<file path="src/rtl/kscan_pkg.sv">
package kscan_pkg;
  typedef enum logic [1:0] {
    KS_IDLE = 2'd0,
    KS_SCAN = 2'd1,
    KS_HOLD = 2'd2
  } ks_state_t;
endpackage

</file>
<file path="src/rtl/kscan_timer.sv">
module kscan_timer #(
  parameter int ROWS      = 6,
  parameter int ROW_TICKS = 48,
  parameter int REQ_TICKS = 615,
  localparam int CW = $clog2(REQ_TICKS),
  localparam int RW = (ROWS > 1) ? $clog2(ROWS) : 1
) (
  input  logic          clk,
  input  logic          rst_n,
  input  logic          run,
  input  logic          tick,
  output logic [RW-1:0] row_idx,
  output logic          pass,
  output logic          in_scan,
  output logic          slot_end,
  output logic          decide
);
  localparam int SCAN_TICKS = ROWS * ROW_TICKS;

  logic [CW-1:0] cnt;
  logic [CW-1:0] pos;
  logic [CW-1:0] phase;

  function automatic logic [CW-1:0] pos_in_pass(logic [CW-1:0] c);
    return (c >= CW'(SCAN_TICKS)) ? c - CW'(SCAN_TICKS) : c;
  endfunction

  always_ff @(posedge clk or negedge rst_n) begin
    if (!rst_n) cnt <= '0;
    else if (!run) cnt <= '0;
    else if (tick) cnt <= (cnt == CW'(REQ_TICKS - 1)) ? '0 : cnt + 1'b1;
  end

  assign pos      = pos_in_pass(cnt);
  assign phase    = pos % CW'(ROW_TICKS);
  assign row_idx  = RW'(pos / CW'(ROW_TICKS));
  assign pass     = (cnt >= CW'(SCAN_TICKS));
  assign in_scan  = run && (cnt < CW'(2 * SCAN_TICKS));
  assign slot_end = tick && in_scan && (phase == CW'(ROW_TICKS - 1));
  assign decide   = tick && run && (cnt == CW'(REQ_TICKS - 1));
endmodule

</file>
<file path="src/rtl/kscan_capture.sv">
module kscan_capture #(
  parameter int ROWS = 6,
  parameter int COLS = 5,
  localparam int KEYS = ROWS * COLS,
  localparam int RW = (ROWS > 1) ? $clog2(ROWS) : 1
) (
  input  logic            clk,
  input  logic            rst_n,
  input  logic            slot_end,
  input  logic            pass,
  input  logic [RW-1:0]   row_idx,
  input  logic [ROWS-1:0] en_mask,
  input  logic [COLS-1:0] cols,
  output logic [KEYS-1:0] scan_a,
  output logic [KEYS-1:0] scan_b
);
  always_ff @(posedge clk or negedge rst_n) begin
    if (!rst_n) begin
      scan_a <= '0;
      scan_b <= '0;
    end else if (slot_end) begin
      for (int r = 0; r < ROWS; r++) begin
        if (row_idx == RW'(r)) begin
          if (pass) scan_b[r*COLS +: COLS] <= cols & {COLS{en_mask[r]}};
          else      scan_a[r*COLS +: COLS] <= cols & {COLS{en_mask[r]}};
        end
      end
    end
  end
endmodule

</file>
<file path="src/rtl/kscan_ctrl.sv">
module kscan_ctrl
  import kscan_pkg::*;
#(
  parameter int KEYS = 30
) (
  input  logic            clk,
  input  logic            rst_n,
  input  logic            col_any,
  input  logic            decide,
  input  logic            rd_done,
  input  logic [KEYS-1:0] scan_a,
  input  logic [KEYS-1:0] scan_b,
  output ks_state_t       state,
  output logic            req_pend,
  output logic [KEYS-1:0] keybuf
);
  logic images_match;
  logic still_pressed;

  assign images_match  = (scan_a == scan_b);
  assign still_pressed = |scan_b;

  always_ff @(posedge clk or negedge rst_n) begin
    if (!rst_n) begin
      state    <= KS_IDLE;
      req_pend <= 1'b0;
      keybuf   <= '0;
    end else begin
      unique case (state)
        KS_IDLE: if (col_any) state <= KS_SCAN;
        KS_SCAN: begin
          if (decide) begin
            if (!still_pressed) begin
              state <= KS_IDLE;
            end else if (images_match) begin
              state    <= KS_HOLD;
              keybuf   <= scan_b;
              req_pend <= 1'b1;
            end
          end
        end
        KS_HOLD: begin
          if (rd_done) begin
            req_pend <= 1'b0;
            state    <= KS_SCAN;
          end
        end
        default: state <= KS_IDLE;
      endcase
    end
  end
endmodule

</file>
<file path="src/rtl/kscan_matrix.sv">
module kscan_matrix
  import kscan_pkg::*;
#(
  parameter int ROWS      = 6,
  parameter int COLS      = 5,
  parameter int ROW_TICKS = 48,
  parameter int REQ_TICKS = 615,
  localparam int KEYS = ROWS * COLS,
  localparam int RW = (ROWS > 1) ? $clog2(ROWS) : 1
) (
  input  logic            clk,
  input  logic            rst_n,
  input  logic            osc_tick,
  input  logic [COLS-1:0] cols,
  input  logic [1:0]      sleep_code,
  input  logic [1:0]      seg_sel,
  input  logic            ce,
  input  logic            rd_done,
  output logic [ROWS-1:0] rows,
  output logic [KEYS-1:0] key_data,
  output logic            req_n,
  output logic            wake_req
);
  function automatic logic [ROWS-1:0] row_enable(logic [1:0] slp, logic [1:0] ks);
    logic [ROWS-1:0] m;
    case (slp)
      2'b00:   m = '1;
      2'b01:   m = ROWS'(1) << (ROWS - 1);
      2'b10:   m = ROWS'(3) << (ROWS - 2);
      default: m = ~ROWS'(1);
    endcase
    if (ks == 2'b01) m[0] = 1'b0;
    else if (ks[1])  m[1:0] = 2'b00;
    return m;
  endfunction

  function automatic logic [KEYS-1:0] key_keep(logic [1:0] ks);
    logic [KEYS-1:0] k;
    k = '1;
    if (ks == 2'b01) k[COLS-1:0] = '0;
    else if (ks[1])  k[2*COLS-1:0] = '0;
    return k;
  endfunction

  ks_state_t       state;
  logic            req_pend;
  logic [KEYS-1:0] keybuf;
  logic [KEYS-1:0] scan_a, scan_b;
  logic [RW-1:0]   row_idx;
  logic            pass, in_scan, slot_end, decide;
  logic [ROWS-1:0] en_mask;
  logic            scan_active;
  logic            col_any;

  assign en_mask     = row_enable(sleep_code, seg_sel);
  assign scan_active = (state == KS_SCAN);
  assign col_any     = |cols;

  kscan_timer #(.ROWS(ROWS), .ROW_TICKS(ROW_TICKS), .REQ_TICKS(REQ_TICKS)) u_timer (
    .clk(clk), .rst_n(rst_n), .run(scan_active), .tick(osc_tick),
    .row_idx(row_idx), .pass(pass), .in_scan(in_scan),
    .slot_end(slot_end), .decide(decide)
  );

  kscan_capture #(.ROWS(ROWS), .COLS(COLS)) u_cap (
    .clk(clk), .rst_n(rst_n), .slot_end(slot_end), .pass(pass),
    .row_idx(row_idx), .en_mask(en_mask), .cols(cols),
    .scan_a(scan_a), .scan_b(scan_b)
  );

  kscan_ctrl #(.KEYS(KEYS)) u_ctrl (
    .clk(clk), .rst_n(rst_n), .col_any(col_any), .decide(decide),
    .rd_done(rd_done), .scan_a(scan_a), .scan_b(scan_b),
    .state(state), .req_pend(req_pend), .keybuf(keybuf)
  );

  always_comb begin
    if (!rst_n)           rows = ROWS'(1) << (ROWS - 1);
    else if (scan_active) rows = in_scan ? (en_mask & (ROWS'(1) << row_idx)) : '0;
    else                  rows = en_mask;
  end

  assign key_data = keybuf & key_keep(seg_sel);
  assign req_n    = ~req_pend | ce;
  assign wake_req = rst_n && (sleep_code != 2'b00) && ((state != KS_IDLE) || col_any);
endmodule

</file>
<file path="config.mk">
export PLATFORM = sky130hd
export DESIGN_NAME = kscan_matrix
export DESIGN_NICKNAME = d
export VERILOG_FILES = /design/src/rtl/kscan_pkg.sv /design/src/rtl/kscan_timer.sv /design/src/rtl/kscan_capture.sv /design/src/rtl/kscan_ctrl.sv /design/src/rtl/kscan_matrix.sv
export SDC_FILE = /design/constraint.sdc
export NUM_CORES = 1
export LEC_CHECK = 0
export CORE_UTILIZATION = 40
export CTS_CLUSTER_DIAMETER = 60
export DETAILED_ROUTE_END_ITERATION = 10
export SLEW_MARGIN = 20
export SYNTH_ARGS = -nofsm -noshare
export SYNTH_HDL_FRONTEND = slang
export SYNTH_SLANG_ARGS = --single-unit
</file>
<file path="constraint.sdc">
create_clock -name clk -period 3.6 [get_ports clk]
set_input_delay 0.54 -clock clk [delete_from_list [all_inputs] [get_ports clk]]
set_output_delay 0.54 -clock clk [all_outputs]
set_load 0.01 [all_outputs]
</file>
==> results by group, run 1 <==
STA
  • Worst Setup Slack, final: -256 ps
  • Fin. max-slew vios: 0
  • Final hold slack: 122 ps
  • Unrepaired setup endpoints after global routing: true
  • Period utilization: 1.07
  • Fin crit period: 3860 ps
  • Fmax: 0.259 GHz
  • Relative slew slack: 0.465
  • Clock skew: 8.06 ps
  • Slew @ Worst Pin: 795 ps
  • Setup violations, final: 27
  • Fin. Hold Viols: 0

Clock tree
  • Hold buffers post-CTS: 0
  • CTS buffer count: 9
  • Worst-case clock buffer depth: 2
  • Clk_lat worst skew: 350 ps
  • CTS Root Cell: clkbuf_16
  • Reg clk slew, reported paths: 70 ps
  • Clock sinks: 103
  • H-Tree Level Count: 3
  • CTS tree: built

Cells and area
  • Filler cells: 1,312
  • Nets: 688
  • Post-route cell area: 7950 µm²
  • Layout cells sized above 1: 0.419
  • Final Util: 0.539
  • Area growth, synth to finish: 29.7%
  • Ant diodes: 0

Outcome
  • Failing checks: setup timing
  • Outcome: finished, violations left

Global route
  • Layer with the highest usage: met2
  • Antenna violations before repair: 0
  • Vias in the first global route: 4,763
  • First-pass GRT wire length: 26,300 µm
  • M1 GR Usage: 0.297
  • Largest net degree at the start of global routing: 54
  • Tot GR Track Use: 0.213
  • GR Util met3: 0.0399
  • Total gr overflow: 0
  • Met2 Use GR: 0.342

Detailed routing
  • DRC: 0
  • Drt first pass iters: 4
  • Drt via density: 5.48
  • Antenna Nets Post-Route: 0
  • Post-Route WL: 16,400 µm
  • Via Count: 4,672
  • WL/cell: 19.2 µm
  • DRT iter0 DRCs: 276

Worst setup path
  • Cell breakdown of the critical path: inv_2, ha_4, or4b_4, or2_4, a31oi_4, o211ai_1, a311oi_2, and2_4, a31oi_1, nor3b_2, buf_2
  • Critical path launch point: u_timer.cnt[6]$_DFFE_PN0P_
  • Worst path top cell family by delay: simple AND/OR/NAND/NOR gates
  • Origin of the critical flop-to-flop path: u_timer.cnt[6]$_DFFE_PN0P_
  • Req. time, crit path: 3060 ps
  • CP peak stage delay: 480 ps
  • CP arrival: 3320 ps
  • Startpoint Class: flop
  • Critical Path End Type: primary output
  • Crit-path max FO: 7
  • Buf/Inv on CP: 2
  • Slowest CP cell: or4b_4
  • Crit path kind: flop to primary output

Synthesis
  • Synth top area cells: dfrtp_1, mux2_2, mux2_4
  • Synth top area share: 0.420
  • Average size of a mapped cell: 11.1 µm²
  • Mapped Nets: 576
  • Sequential element share of the synthesized area: 0.420
  • Synth Warn #: 0
  • Synth cell types: 68
  • Asr flop ratio synth: 1.00
  • Synth Register Bits: 103
  • Synth Flop Type: dfrtp_1
  • EDFF count, synth: 0
  • Mapped Area: 6130 µm²
  • Mapped Cells: 553
  • Largest area contributor in the netlist: dfrtp_1
  • Synth top cells by count: dfrtp_1, mux2_2, nor2_1
  • Most frequent cell after synthesis: dfrtp_1

Placed design
  • Placer congestion estimate: 0.849
  • Final HPWL from detailed placement: 12,500 µm
  • IO Port Bufs: 51
  • Placed Area: 7250 µm²

Power
  • Peak supply drop: 0.275 mV
  • Lkg Pwr: 3.73 nW
  • Pwr/cell area: 311 nW/µm²
  • Total chip power: 2.47 mW

Run
  • Number of max-cap violations: 0

Floorplan
  • I/O Pins: 52
  • Die area: 15,800 µm²
  • Core Rows: 44
  • Core Area: 14,800 µm²
  • Die Y: 126 µm
  • Die width: 126 µm
  • Initial Util: 0.415

Hold path
  • Path type of the worst min-delay path: input port to asynchronous set/reset pin
[layout make-up]
| class | instances | area [µm²] | area share |
|---|---|---|---|
| multi-input cells | 398 | 3560 | 0.448 |
| flip-flops and latches | 103 | 2580 | 0.324 |
| repair buffers | 144 | 1250 | 0.157 |
| well taps | 184 | 230 | 0.0289 |
| clock buffers | 9 | 225 | 0.0283 |
| clock inverters | 6 | 70.1 | 0.00881 |
| inverters | 9 | 33.8 | 0.00425 |
[registers in the layout, indices dropped and copies added, names as in the netlist]
| register | flops |
|---|---|
| u_cap.scan_a | 30 |
| u_cap.scan_b | 30 |
| u_ctrl.keybuf | 30 |
| u_timer.cnt | 10 |
| u_ctrl.state | 2 |
| u_ctrl.req_pend | 1 |
[power breakdown]
group / total, mW / internal [mW] / switching, mW
clock network: 0.975 / 0.540 / 0.435
registers: 1.20 / 1.18 / 0.0254
logic: 0.298 / 0.113 / 0.185
total: 2.47 / 1.83 / 0.645
[final timing paths]
| kind | to | slack, ps | depth (start not counted) |
|---|---|---|---|
| min in group clk | u_ctrl.keybuf[5]$_DFFE_PN0P_ | 500 | 1 |
| max in group asynchronous | u_cap.scan_a[20]$_DFFE_PN0P_ | 2480 | 2 |
| hold reg to reg | u_ctrl.keybuf[5]$_DFFE_PN0P_ | 500 | 1 |
| hold / removal | u_cap.scan_b[16]$_DFFE_PN0P_ | 120 | 1 |
| setup / recovery | rows[4] | -260 | 11 |
| setup reg to reg | u_cap.scan_b[25]$_DFFE_PN0P_ | -60 | 14 |
[per-stage QoR]
step	setup slack [ps]	TNS (ps)	cells
finish	-256	-1840	853
global placement	-353	-1600	827
floorplan	5.30	0	553
global route	-396	-6480	853
detailed placement	-404	-2210	827
CTS	-243	-1120	847
[worst reg2reg max path: stages (launching register included)]
cell,delay (ps)
dfrtp_1,390
inv_2,80
ha_4,120
or4b_4,480
or2_4,290
buf_4,150
nand3_4,110
buf_6,120
buf_4,90
a31oi_2,80
a32o_2,290
a2111oi_4,410
nand3_1,170
or3_4,430
mux2_4,330
[layout by cell type (no fill, tap or decap), types with 3 or more instances in the layout]
master             n
and3_1            12
nand3_1           11
o31ai_1            3
a31o_2             3
o21ai_0           24
nand3_2            3
nand2_1           20
o21a_1             3
xnor2_1           12
mux2_4            28
a31oi_1            5
clkdlybuf4s50_1   44
a21o_1             3
mux2_2            62
nor4_1            15
or3_4              4
and2_1            12
xor2_1            21
nand4_1           10
a21oi_2            5
a21oi_1           11
clkbuf_16          9
nor2_4             7
buf_2              5
inv_1              8
nor3_1             3
nor2b_1           19
o221ai_2           3
ha_1               7
buf_4             80
dfrtp_1          102
buf_6             13
nor3_2             3
nor2_1            21
nand2b_1           9
[cell families (layout without fill, tap and decap cells)]
| kind of cell | count (synthesis) | count (layout) | synth area share |
|---|---|---|---|
| AO/OA/AOI/OAI | 90 | 90 | 0.113 |
| XOR/XNOR | 33 | 33 | 0.0472 |
| adder cells (fa/ha/maj) | 9 | 9 | 0.0184 |
| buffers and inverters | 52 | 168 | 0.0496 |
| flip-flops | 103 | 103 | 0.420 |
| multiplexers | 93 | 93 | 0.182 |
| AND/OR/NAND/NOR | 173 | 173 | 0.169 |
[routing by layer]
metal / routed length [µm] / vias up / part of all wire
li1: - / 2205 / -
met1: 7620 / 2354 / 0.47
met2: 7820 / 93 / 0.48
met3: 716 / 20 / 0.044
met4: 213 / 0 / 0.013
met5: 0 / - / 0
[timing repair]
item,CTS,global route
gates cloned,0,0
pin swaps,17,18
buffers inserted,5,7
setup endpoints to repair,22,66
resized for setup,56,45
hold endpoints to repair,0,0
No activity file was read; power rests on OpenSTA's default activity.
==> run 2, diff against run 1 <==
--- a/config.mk
+++ b/config.mk
@@ -5,6 +5,7 @@
 export SDC_FILE = /design/constraint.sdc
 export NUM_CORES = 1
 export LEC_CHECK = 0
+export CORE_MARGIN = 4
 export CORE_UTILIZATION = 40
 export CTS_CLUSTER_DIAMETER = 60
 export DETAILED_ROUTE_END_ITERATION = 10
==> run 2 against run 1 <==
  * The flow still finishes with violations (setup timing)
  * Sequential cell count did not move
  * Clock power up 2.2%
  * Core utilization is 0.32 points higher
  * Register-to-register slack lost 80 ps
  * Critical path depth increased by 1
==> results by group, run 2 (synthesis gave the netlist of run 1 again) <==
Worst setup path
  • Critical Path End Type: primary output
  • Critical R2R Capture: u_cap.scan_a[3]$_DFFE_PN0P_
  • Startpoint Class: flop
  • Crit-path max FO: 5 (-2)
  • R2R depth: 16 (+2)
  • Req. time, crit path: 3060 ps (about the same)
  • Origin of the critical flop-to-flop path: u_timer.cnt[6]$_DFFE_PN0P_
  • Flop-to-flop setup slack: -140 ps (-80 ps)
  • Crit path kind: flop to primary output
  • CP arrival: 3380 ps (+60 ps)

Outcome
  • Failing checks: setup timing
  • Outcome: finished, violations left

Detailed routing
  • Via Count: 4,711 (+0.83%)
  • Post-Route WL: 16,500 µm (+0.98%)
  • Antenna Nets Post-Route: 0 (unchanged)
  • DRC: 0 (unchanged)
  • Drt via density: 5.48 (+0.13%)
  • WL/cell: 19.2 µm (+0.27%)
  • DRT iter0 DRCs: 305 (+11%)
  • Drt first pass iters: 4 (unchanged)

Power
  • Peak supply drop: 0.245 mV (-11%)
  • Lkg Pwr: 3.76 nW (+0.61%)
  • Pwr/cell area: 314 nW/µm² (+0.85%)

Cells and area
  • Area growth, synth to finish: 30.5%
  • Ant diodes: 0 (unchanged)
  • Largest registers: u_cap.scan_a: 30 flops, u_cap.scan_b: 30 flops, u_ctrl.keybuf: 30 flops
  • Filler cells: 1,302 (-0.76%)
  • Most frequent cells in the layout: dfrtp_1, buf_4, mux2_2
  • Most common cell after layout, fill and taps aside: dfrtp_1
  • Register Area: 2580 µm² (about the same)
  • Area taken by multi-input logic gates: 3580 µm² (+0.49%)
  • Nets: 694 (+0.87%)
  • Layout cells sized above 1: 0.413 (-0.00520)

STA
  • Slew @ Worst Pin: 711 ps (-84.0 ps)
  • Fmax: 0.255 GHz (-1.7%)
  • Fin. max-slew vios: 0 (unchanged)
  • Unrepaired setup endpoints after global routing: true
  • Fin. Hold Viols: 0 (unchanged)
  • Worst Setup Slack, final: -321 ps (-64.7 ps)
  • Relative slew slack: 0.522 (+0.0569)
  • Period utilization: 1.09 (+0.0180)
  • Setup violations, final: 31 (+15%)
  • Final hold slack: 180 ps (+57.1 ps)
  • Fin crit period: 3920 ps (+64.7 ps)
  • Clock skew: 8.61 ps (+0.544 ps)

Run
  • Number of max-cap violations: 0 (unchanged)

Clock tree
  • Worst-case clock buffer depth: 2 (unchanged)
  • Reg clk slew, reported paths: 70 ps (about the same)
  • H-Tree Level Count: 3 (unchanged)
  • Clock sinks: 103 (unchanged)
  • CTS buffer count: 9 (unchanged)
  • CTS Root Cell: clkbuf_16
  • CTS tree: built
  • Clk_lat worst skew: 350 ps (about the same)

Floorplan
  • Core Rows: 44 (unchanged)
  • Core Area: 14,800 µm² (unchanged)
  • Die area: 17,400 µm² (+9.8%)
  • I/O Pins: 52 (unchanged)
  • Die width: 132 µm (+4.8%)
  • Initial Util: 0.415 (unchanged)
  • Die Y: 132 µm (+4.8%)

Global route
  • Vias in the first global route: 4,948 (+3.9%)
  • Largest net degree at the start of global routing: 47 (-13%)
  • Total gr overflow: 0 (unchanged)
  • Antenna violations before repair: 0 (unchanged)
  • First-pass GRT wire length: 26,700 µm (+1.7%)
  • Tot GR Track Use: 0.190 (-0.0228)

Placed design
  • Worst slack at placement: -384 ps (+19.9 ps)
  • IO Port Bufs: 51 (unchanged)
  • Placer congestion estimate: 0.876 (+3.2%)
  • Final HPWL from detailed placement: 12,400 µm (-1.1%)

Hold path
  • Path type of the worst min-delay path: input port to asynchronous set/reset pin
[run 2: cell type report]
type / count / share of cell area
Clock inverter: 6 / 0.0102
Sequential cell: 103 / 0.322
Tap cell: 184 / 0.0288
Clock buffer: 9 / 0.0282
Multi-Input combinational cell: 398 / 0.447
Timing Repair Buffer: 150 / 0.159
Inverter: 9 / 0.00422
[run 2: how the worst max path moves through the flow]
stage                               start  endpoint  slack, ps  cells past startpoint
5_1_grt        u_timer.cnt[6]$_DFFE_PN0P_   rows[4]       -450                     12
3_3_place_gp   u_timer.cnt[6]$_DFFE_PN0P_   rows[4]       -380                     11
4_1_cts        u_timer.cnt[5]$_DFFE_PN0P_   rows[4]       -240                     11
2_1_floorplan  u_timer.cnt[6]$_DFFE_PN0P_   rows[4]          5                     13
3_5_place_dp   u_timer.cnt[6]$_DFFE_PN0P_   rows[4]       -380                     12
6_report       u_timer.cnt[5]$_DFFE_PN0P_   rows[0]       -320                     12
[run 2: routing by layer]
| metal | share of wire | vias up | GRT usage |
|---|---|---|---|
| met2 | 0.49 | 102 | 0.311 |
| met4 | 0.011 | 0 | 0.0420 |
| met3 | 0.050 | 12 | 0.0355 |
| met5 | 0 | - | 0 |
| li1 | - | 2228 | - |
| met1 | 0.45 | 2369 | 0.263 |
[run 2: what timing repair did]
item	CTS	global route
pin swaps	13	12
endpoints found under the hold margin	0	0
setup endpoints to repair	52	66
resized for setup	52	37
hold buffers	0	0
buffers inserted	5	6
[run 2: stage by stage]
| stage | instance area (µm²) | instances | setup TNS, ps | power [mW] | utilization |
|---|---|---|---|---|---|
| floorplan | 6150 | 553 | 0 | 1.37 | - |
| global route | 8000 | 859 | -10530 | 2.62 | 0.542 |
| finish | 8000 | 859 | -3690 | 2.51 | 0.542 |
| global placement | 7280 | 833 | -2230 | 1.52 | 0.494 |
| CTS | 7730 | 853 | -1010 | 2.53 | 0.524 |
| detailed placement | 7280 | 833 | -2450 | 1.53 | 0.494 |
[run 2: where the power goes]
| part | internal, mW | switching, mW | leakage (nW) | total [mW] |
|---|---|---|---|---|
| Clock | 0.547 | 0.448 | 0.149 | 0.996 |
| Combinational | 0.118 | 0.191 | 2.17 | 0.309 |
| Sequential | 1.18 | 0.0298 | 1.44 | 1.21 |
[run 2: critical path, stage by stage, from the launching register on]
cell	delay, ps
dfrtp_1	440
ha_4	160
or4b_4	480
or2_4	300
a31o_4	270
a21oi_1	170
o32ai_2	120
or3_4	380
buf_12	150
nor2_4	90
nand3_2	90
a21oi_2	220
buf_2	160
==> run 3, diff against run 2 <==
--- a/config.mk
+++ b/config.mk
@@ -9,6 +9,7 @@
 export CORE_UTILIZATION = 40
 export CTS_CLUSTER_DIAMETER = 60
 export DETAILED_ROUTE_END_ITERATION = 10
+export GPL_TIMING_DRIVEN = 0
 export SLEW_MARGIN = 20
 export SYNTH_ARGS = -nofsm -noshare
 export SYNTH_HDL_FRONTEND = slang
==> run 3 against run 2 <==
  * Critical endpoint is now rows[4]
  * Register-to-register slack worse by 110 ps
  * Die area unchanged
  * Largest cell class unchanged
  * The flow still finishes with violations (setup timing)
  * Design area shrank 1.0%
==> results by group, run 3 (synthesis gave the netlist of run 1 again) <==
Worst setup path
  • CP peak stage delay: 470 ps (about the same)
  • Slowest CP cell: or4b_4
  • Flop-to-flop setup slack: -250 ps (-110 ps)
  • Req. time, crit path: 3060 ps (about the same)
  • Cell breakdown of the critical path: buf_6, clkinv_4, ha_4, or4b_4, or2_4, a31oi_4, buf_6, o211ai_1, a311oi_4, and2_4, a31oi_4, nor3b_4, buf_2
  • CP arrival: 3520 ps (+140 ps)
  • Critical path launch point: u_timer.cnt[6]$_DFFE_PN0P_
  • Origin of the critical flop-to-flop path: u_timer.cnt[6]$_DFFE_PN0P_
  • Crit path kind: flop to primary output
  • Startpoint Class: flop
  • R2R depth: 17 (+1)
  • Critical Path End Type: primary output
  • Crit-path max FO: 5 (unchanged)

Detailed routing
  • Met3 Wirelength: 650 µm (-21%)
  • Via Count: 4,631 (-1.7%)
  • Drt first pass iters: 4 (unchanged)
  • WL met2: 7550 µm (-6.7%)
  • Met1 wire length: 7390 µm (-0.62%)
  • DRC: 0 (unchanged)
  • DRT iter0 DRCs: 319 (+4.6%)
  • Top Metal Used: met4
  • Antenna Nets Post-Route: 0 (unchanged)
  • WL/cell: 18.8 µm (-2.1%)
  • Post-Route WL: 15,800 µm (-4.5%)
  • Drt via density: 5.53 (+0.77%)

STA
  • Slew @ Worst Pin: 681 ps (-30.0 ps)
  • Clock skew: 8.92 ps (+0.312 ps)
  • Fin. Hold Viols: 0 (unchanged)
  • Final hold slack: 81.6 ps (-97.9 ps)
  • Fmax: 0.246 GHz (-3.5%)
  • Period utilization: 1.13 (+0.0399)
  • Fin. max-slew vios: 0 (unchanged)
  • Relative slew slack: 0.541 (+0.0192)
  • Fin crit period: 4060 ps (+144 ps)
  • Unrepaired setup endpoints after global routing: true
  • Worst Setup Slack, final: -465 ps (-144 ps)
  • Setup violations, final: 42 (+35%)

Clock tree
  • Worst-case clock buffer depth: 2 (unchanged)
  • CTS Root Cell: clkbuf_16
  • CTS buffer count: 9 (unchanged)
  • Clock sinks: 103 (unchanged)
  • CTS tree: built
  • Clk_lat worst skew: 350 ps (about the same)
  • Reg clk slew, reported paths: 80 ps (about the same)
  • H-Tree Level Count: 3 (unchanged)

Cells and area
  • Ant diodes: 0 (unchanged)
  • Most frequent cells in the layout: dfrtp_1, mux2_2, buf_4
  • Layout cells sized above 1: 0.399 (-0.0143)
  • Nets: 672 (-3.2%)
  • Area growth, synth to finish: 29.2%
  • Largest registers: u_cap.scan_a: 30 flops, u_cap.scan_b: 30 flops, u_ctrl.keybuf: 30 flops
  • Most common cell after layout, fill and taps aside: dfrtp_1
  • Final std cells w/o fill: 838 (-2.4%)
  • Filler cells: 1,297 (-0.38%)

Placed design
  • Final HPWL from detailed placement: 11,500 µm (-7.6%)
  • Placer congestion estimate: 0.861 (-1.8%)
  • IO Port Bufs: 51 (unchanged)
  • Post-Place Cells: 789 (-5.3%)

Floorplan
  • Die area: 17,400 µm² (unchanged)
  • I/O Pins: 52 (unchanged)
  • Die Y: 132 µm (unchanged)
  • Core Area: 14,800 µm² (unchanged)
  • Die width: 132 µm (unchanged)
  • Initial Util: 0.415 (unchanged)
  • Core Rows: 44 (unchanged)

Global route
  • First-pass GRT wire length: 25,800 µm (-3.6%)
  • Total gr overflow: 0 (unchanged)
  • Antenna violations before repair: 0 (unchanged)
  • Vias in the first global route: 4,708 (-4.9%)
  • Tot GR Track Use: 0.183 (-0.00686)
  • Largest net degree at the start of global routing: 72 (+53%)

Power
  • Logic gate share of total power: 0.112 (-0.011)
  • Net switching power: 0.666 mW (-0.40%)
  • Net Sw Frac: 0.265 (-0.00136)
  • Clock power share: 0.409 (+0.012)
  • Lkg Pwr: 3.67 nW (-2.4%)
  • Total chip power: 2.51 mW (+0.11%)
  • Peak supply drop: 0.245 mV (-0.21%)
  • Pwr/cell area: 317 nW/µm² (+1.1%)
  • Pint: 1.85 mW (+0.30%)
  • Seq pwr share: 0.479 (about the same)

Outcome
  • Failing checks: setup timing
  • Outcome: finished, violations left

Run
  • Number of max-cap violations: 0 (unchanged)

Hold path
  • Path type of the worst min-delay path: input port to asynchronous set/reset pin
[run 3: cell types whose count changed in the layout (fill, tap and decap cells not counted), sizes merged]
cell    change
clkbuf      +7
buf        -28
inv         -2
clkinv      +2
[run 3: final cells by class]
| class | instances | area (µm²) | area share |
|---|---|---|---|
| flip-flops and latches | 103 | 2580 | 0.325 |
| plain buffers | 38 | 253 | 0.0319 |
| inverters | 9 | 38.8 | 0.00490 |
| multi-input cells | 398 | 3650 | 0.461 |
| clock buffers | 10 | 239 | 0.0302 |
| repair buffers | 90 | 852 | 0.108 |
| clock inverters | 6 | 81.3 | 0.0103 |
| well taps | 184 | 230 | 0.0291 |
[run 3: worst max-delay path, delay by kind of cell (launching register included)]
family          cells  cell delay (ps)
simple gates        4             1300
compound gates      4              880
buf+inv             4              480
flops               1              400
fa+ha+maj           1              110
[run 3: per-stage QoR]
| step | cell area, µm² | util | setup slack, ps | TNS (ps) |
|---|---|---|---|---|
| finish | 7920 | 0.537 | -465 | -7000 |
| CTS | 7700 | 0.522 | -507 | -5280 |
| global route | 7920 | 0.537 | -587 | -13670 |
| detailed placement | 6920 | 0.469 | -1100 | -30610 |
| floorplan | 6150 | - | 5.30 | 0 |
| global placement | 6900 | 0.467 | -2940 | -259670 |
[run 3: path summary, 6_finish.rpt]
| path | to |
|---|---|
| max | rows[4] |
| min | u_ctrl.keybuf[13]$_DFFE_PN0P_ |
| max reg2reg | u_cap.scan_b[25]$_DFFE_PN0P_ |
| min reg2reg | u_ctrl.keybuf[1]$_DFFE_PN0P_ |
| max in group asynchronous | u_ctrl.keybuf[3]$_DFFE_PN0P_ |
| min in group clk | u_ctrl.keybuf[1]$_DFFE_PN0P_ |
[run 3: metal layers]
metal | global-route usage | up-vias
li1 | - | 2175
met1 | 0.256 | 2334
met2 | 0.299 | 108
met3 | 0.0324 | 14
met4 | 0.0414 | 0
met5 | 0 | -
[run 3: power groups by stage]
stage,Clock [mW],Sequential (mW),Combinational [mW]
after floorplan,0,1.22,0.147
after global placement,0,1.22,0.260
after detailed placement,0,1.23,0.271
after CTS,1.05,1.20,0.276
after global routing,1.09,1.21,0.316
final,1.03,1.20,0.280
[run 3: what timing repair did]
| item | CTS | global route |
|---|---|---|
| endpoints found under the setup margin | 66 | 66 |
| setup buffers | 24 | 15 |
| hold buffers | 0 | 0 |
| pin swaps | 19 | 22 |
| gates resized for setup | 83 | 42 |
